### src/rtl/kq_pkg.sv
package kq_pkg;

    typedef logic [7:0] xlate_t [128];

    typedef enum logic {
        ST_IDLE = 1'b0,
        ST_HOLD = 1'b1
    } kq_state_e;

    localparam logic [7:0] CMD_RESET  = 8'h01;
    localparam logic [7:0] CMD_LAYOUT = 8'h07;
    localparam logic [7:0] RST_ACK0   = 8'hFF;
    localparam logic [7:0] RST_ACK1   = 8'h05;
    localparam logic [7:0] LAY_ACK0   = 8'hFE;
    localparam logic [7:0] LAY_ACK1   = 8'h20;

    function automatic xlate_t default_xlate();
        xlate_t t;
        for (int i = 0; i < 128; i++) begin
            t[i] = 8'((i * 37 + 11) % 128);
        end
        return t;
    endfunction

endpackage

### src/rtl/kq_cmd_decode.sv
module kq_cmd_decode (
    input  logic       cmd_valid,
    input  logic [7:0] cmd_byte,
    output logic       reply_hit,
    output logic [7:0] reply_b0,
    output logic [7:0] reply_b1
);
    import kq_pkg::*;

    always_comb begin
        reply_hit = 1'b0;
        reply_b0  = 8'h00;
        reply_b1  = 8'h00;
        if (cmd_valid) begin
            unique case (cmd_byte)
                CMD_RESET: begin
                    reply_hit = 1'b1;
                    reply_b0  = RST_ACK0;
                    reply_b1  = RST_ACK1;
                end
                CMD_LAYOUT: begin
                    reply_hit = 1'b1;
                    reply_b0  = LAY_ACK0;
                    reply_b1  = LAY_ACK1;
                end
                default: ;
            endcase
        end
    end
endmodule

### src/rtl/kq_key_xlate.sv
module kq_key_xlate #(
    parameter kq_pkg::xlate_t XLATE = kq_pkg::default_xlate()
) (
    input  logic [6:0] code,
    input  logic       release_flag,
    output logic [7:0] report
);
    always_comb begin
        report = XLATE[code] | {release_flag, 7'b0};
    end
endmodule

### src/rtl/kq_store.sv
module kq_store #(
    parameter int DEPTH = 256,
    localparam int PTR_W = (DEPTH > 1) ? $clog2(DEPTH) : 1,
    localparam int CNT_W = $clog2(DEPTH + 1)
) (
    input  logic             clk,
    input  logic             rst_n,
    input  logic             wr0_v,
    input  logic [7:0]       wr0_d,
    input  logic             wr1_v,
    input  logic [7:0]       wr1_d,
    input  logic             rd,
    output logic [7:0]       rd_data,
    output logic [CNT_W-1:0] level,
    output logic             rx_pulse
);
    localparam logic [CNT_W-1:0] CAP  = CNT_W'(DEPTH);
    localparam logic [PTR_W-1:0] LAST = PTR_W'(DEPTH - 1);

    logic [7:0]       mem [DEPTH];
    logic [PTR_W-1:0] wptr, rptr, wptr_b;
    logic             acc0, acc1, take;
    logic [CNT_W-1:0] level_nx;

    function automatic logic [PTR_W-1:0] bump(input logic [PTR_W-1:0] p);
        return (p == LAST) ? '0 : p + 1'b1;
    endfunction

    always_comb begin
        acc0     = wr0_v && (level < CAP);
        acc1     = wr1_v && ((level + CNT_W'(acc0)) < CAP);
        take     = rd && (level != '0);
        wptr_b   = acc0 ? bump(wptr) : wptr;
        level_nx = level + CNT_W'(acc0) + CNT_W'(acc1) - CNT_W'(take);
        rd_data  = (level == '0) ? 8'h00 : mem[rptr];
    end

    always_ff @(posedge clk) begin
        if (acc0) mem[wptr]   <= wr0_d;
        if (acc1) mem[wptr_b] <= wr1_d;
    end

    always_ff @(posedge clk) begin
        if (!rst_n) begin
            wptr     <= '0;
            rptr     <= '0;
            level    <= '0;
            rx_pulse <= 1'b0;
        end else begin
            wptr     <= acc1 ? bump(wptr_b) : wptr_b;
            if (take) rptr <= bump(rptr);
            level    <= level_nx;
            rx_pulse <= acc0 || acc1 || (take && (level_nx != '0));
        end
    end
endmodule

### src/rtl/kbd_reply_queue.sv
module kbd_reply_queue #(
    parameter int DEPTH = 256,
    parameter kq_pkg::xlate_t XLATE = kq_pkg::default_xlate()
) (
    input  logic       clk,
    input  logic       rst_n,
    input  logic       key_valid,
    input  logic [6:0] key_code,
    input  logic       key_release,
    input  logic       cmd_valid,
    input  logic [7:0] cmd_byte,
    input  logic       pop,
    output logic [7:0] pop_data,
    output logic       has_data,
    output logic       rx_strobe
);
    import kq_pkg::*;

    localparam int CNT_W = $clog2(DEPTH + 1);

    kq_state_e        state_q, state_d;
    logic [7:0]       held_q, held_d;
    logic             reply_hit;
    logic [7:0]       reply_b0, reply_b1, key_byte;
    logic             push0_v, push1_v;
    logic [7:0]       push0_d, push1_d;
    logic [CNT_W-1:0] level;

    kq_cmd_decode u_dec (
        .cmd_valid (cmd_valid),
        .cmd_byte  (cmd_byte),
        .reply_hit (reply_hit),
        .reply_b0  (reply_b0),
        .reply_b1  (reply_b1)
    );

    kq_key_xlate #(.XLATE(XLATE)) u_xl (
        .code         (key_code),
        .release_flag (key_release),
        .report       (key_byte)
    );

    always_ff @(posedge clk) begin
        if (!rst_n) begin
            state_q <= ST_IDLE;
            held_q  <= 8'h00;
        end else begin
            state_q <= state_d;
            held_q  <= held_d;
        end
    end

    always_comb begin
        state_d = ST_IDLE;
        held_d  = held_q;
        push0_v = 1'b0;
        push0_d = 8'h00;
        push1_v = 1'b0;
        push1_d = 8'h00;
        unique case (state_q)
            ST_IDLE: begin
                if (reply_hit) begin
                    push0_v = 1'b1;
                    push0_d = reply_b0;
                    push1_v = 1'b1;
                    push1_d = reply_b1;
                    if (key_valid) begin
                        held_d  = key_byte;
                        state_d = ST_HOLD;
                    end
                end else if (key_valid) begin
                    push0_v = 1'b1;
                    push0_d = key_byte;
                end
            end
            ST_HOLD: begin
                push0_v = 1'b1;
                push0_d = held_q;
                push1_v = key_valid;
                push1_d = key_byte;
            end
            default: ;
        endcase
    end

    kq_store #(.DEPTH(DEPTH)) u_store (
        .clk      (clk),
        .rst_n    (rst_n),
        .wr0_v    (push0_v),
        .wr0_d    (push0_d),
        .wr1_v    (push1_v),
        .wr1_d    (push1_d),
        .rd       (pop),
        .rd_data  (pop_data),
        .level    (level),
        .rx_pulse (rx_strobe)
    );

    assign has_data = (level != '0);
endmodule

### config.mk
export PLATFORM = sky130hd
export DESIGN_NAME = kbd_reply_queue
export DESIGN_NICKNAME = d
export VERILOG_FILES = /design/src/rtl/kq_pkg.sv /design/src/rtl/kq_cmd_decode.sv /design/src/rtl/kq_key_xlate.sv /design/src/rtl/kq_store.sv /design/src/rtl/kbd_reply_queue.sv
export SDC_FILE = /design/constraint.sdc
export NUM_CORES = 2
export LEC_CHECK = 0
export BUFFER_PORTS_ARGS = -buffer_cell sky130_fd_sc_hd__buf_2
export CORE_MARGIN = 1
export CORE_UTILIZATION = 60
export CTS_BUF_LIST = sky130_fd_sc_hd__clkbuf_2
export CTS_CLUSTER_DIAMETER = 100
export DETAILED_ROUTE_END_ITERATION = 10
export PLACE_DENSITY = 0.75
export SYNTH_ARGS = -nofsm -noshare
export SYNTH_HDL_FRONTEND = slang
export SYNTH_SLANG_ARGS = --single-unit
### constraint.sdc
create_clock -name clk -period 14.03 [get_ports clk]
set_clock_uncertainty 0.05 [all_clocks]
set_input_delay 2.806 -clock clk [delete_from_list [all_inputs] [get_ports clk]]
set_output_delay 2.806 -clock clk [all_outputs]
set_load 0.02 [all_outputs]
==> run summary <==
status = finished with violations
failing checks = design-rule violations
crit end category = output pin
mapped cell area = 106600 um2
RSZ-0062 raised after global routing = no
Synth Register Bits = 2091
pwr dens = 119.7 nW/um2
Layout Utilization = 0.6398
Max Clk Rate = 0.09549 GHz
Overall Power = 13.50 mW
Max Slew Vio Count = 0
Clock Root Buffer = clkbuf_2
Avg Inst Size Synth = 14.25 um2
Core Rows = 154
Final #Nets = 7441
WL met3 = 51.26 mm
crit path time final = 10.47 ns
period utilisation layout = 0.7464
Reg clk slew, reported paths = 0.10 ns
CTS Sinks = 2091
CP required = 11.17 ns
share of cells above drive strength 1 = 0.2343
TritonRoute pass-1 iters = 9
total track usage = 0.3854
NetSw = 3.997 mW
Die Area = 179400 um2
Least-Margin Pin Slew = 1.486 ns
DP Wirelength = 204.4 mm
TritonCTS clock tree = yes
Ys Warns = 0
WL met2 = 153.7 mm
Die Wd = 423.6 um
Max-Cap Viols = 0
number of global-route vias before repair = 70780
Worst-Skew Late Latency = 1.91 ns
PortBufs = 30
crit path kind = reg -> out
Netlist cell types = 91
routability cong. = 0.9797
die height = 423.6 um
Synth Flop Type = edfxtp_1
final hold slack = 0.4755 ns
total gr overflow = 0
asr flop ratio synth = 0
reg2reg start = state_q$_SDFF_PP0_
Arr. time, crit path = 7.62 ns
LEAKAGE = 41.76 nW
Comb power frac = 0.174
post_cts resized = 0
startpoint types = register
DRT Wirelength = 348.0 mm
Wirelength per Cell = 34.47 um
Max FO, Critical Path = 105
post-route setup TNS = 0 ns
fin worst setup slack = 3.557 ns
Hold Violations, Final = 0
core box area = 176300 um2
initial antenna violation count = 15
antenna-violating nets left = 0
cells after synthesis = 7484
Worst VDD drop = 106.2 uV
initial core utilization = 0.6048
Slew HR = 0.009088
internal power = 9.505 mW
clk buf depth = 4
endpoints failing setup = 0
Area growth, synth to finish = 5.790%
Clock Power Share = 0.309
top routing layer used = met5
vias per cell = 7.230
Syn Nets = 7532
first-pass GRT wire length = 496.8 mm
largest net degree at the start of global routing = 161
Residual DRC = 2
total CTS buffers = 549
via count = 73010
hold_buf cts = 0
post-synthesis sequential area ratio = 0.5848
Post-CTS Setup Inserts = 0
CTS H-tree lvls = 6
routed metal-1 wire length = 119.5 mm
Boundary Pins = 31
Net Sw Frac = 0.2960
hold wc startpoint = held_q[0]$_SDFFE_PN0P_
DR iter-0 viols = 11980
power share of the sequential group = 0.517
class of the worst hold path = reg -> reg
pre-CTS setup slack = 5.299 ns
Post-synth EDFFs = 2048
[logic make-up after synthesis]
kind of cell	after synthesis	share of synthesized area
xor gates and xnor gates	30	0.002464
DFF	2091	0.5848
and+or+nand+nor	1220	0.05582
buffers and inverters	859	0.03289
AOI/OAI and AO/OA	1267	0.06923
adders and majority gates	27	0.003238
muxes	1990	0.2516
[cells in the mapped netlist, drive strengths merged, types with 38 or more instances]
cell type	number	area [um2]
a21oi	161	828.3
a221oi	38	332.8
buf	178	950.9
clkbuf	648	2432
dfxtp	43	860.8
edfxtp	2048	61500
mux2i	1438	14390
mux4	552	12430
nand2	668	2743
nand3	114	613.1
nor2	286	1471
o21ai	703	3518
o22ai	210	1341
[placed cells by master (no fill, tap or decap), types with 13 or more instances in the layout]
cell and count:
xnor2_1 17, diode_2 21, nor2_2 29, o22ai_1 202
a221oi_1 38, nor2_4 51, and2_1 13, nand2_1 568
inv_2 19, buf_12 22, a21oi_1 149, o21ai_0 541
nor2b_1 19, nor4_1 19, mux4_2 552, a2111oi_0 13
nor2_1 206, nand3_1 107, nand2_2 94, clkbuf_2 768
mux2i_1 1438, inv_1 29, clkinv_2 18, buf_2 31
o21ai_1 160, o211ai_1 16, dfxtp_1 38, ha_1 26
clkinv_1 84, a22o_1 31, edfxtp_1 2048, buf_4 130
[metrics by stage]
step	std cells	area [um2]
after global placement	9180	108200
after detailed placement	9180	108200
after global routing	10080	112800
final	10100	112800
after CTS	10080	112700
after floorplan	7484	106600
[layer usage]
layer | GRT usage | vias up
met2 | 0.5571 | 6250
met3 | 0.1322 | 1154
met1 | 0.5021 | 36310
li1 | - | 29290
met5 | 0 | -
met4 | 0.2390 | 10
[layout make-up]
class | instances | area [um2]
Fill cell | 12910 | 63500
Sequential cell | 2091 | 62380
Multi-Input combinational cell | 4534 | 41190
Clock buffer | 768 | 3844
Tap cell | 2340 | 2928
Timing Repair Buffer | 184 | 1579
Clock inverter | 127 | 716.9
Inverter | 33 | 123.9
Antenna cell | 21 | 52.55
[final timing paths]
path / cells past startpoint / end / slack (ns)
max: 9 / pop_data[3] / 3.56
min: 2 / held_q[0]$_SDFFE_PN0P_ / 0.48
max reg2reg: 13 / u_store.mem[162][5]$_DFFE_PP_ / 7.71
min reg2reg: 2 / held_q[0]$_SDFFE_PN0P_ / 0.48
[sequential cells by signal (all words and copies together) (netlist names), named ones only]
name and flops:
u_store.mem 2048, u_store.level 9, held_q 8, u_store.rptr 8, u_store.wptr 8, state_q 1
u_store.rx_pulse 1
[critical path, cell delays in order (launching register included)]
cell	delay [ns]
dfxtp_4	0.81
buf_12	0.58
buf_4	0.71
mux4_2	0.41
o22ai_1	0.10
or4_1	0.56
nor4_1	0.95
a221oi_1	0.66
o211ai_1	0.47
buf_2	0.27
[power by group through the flow]
stage	Combinational, mW	Sequential (mW)	Clock, mW
after floorplan	1.62	7.09	0
after global placement	2.24	7.12	0
after detailed placement	2.28	7.12	0
after CTS	2.29	6.98	4.17
after global routing	2.43	6.98	4.46
final	2.34	6.98	4.18
Note: power is estimated with default switching activity, not from simulation.
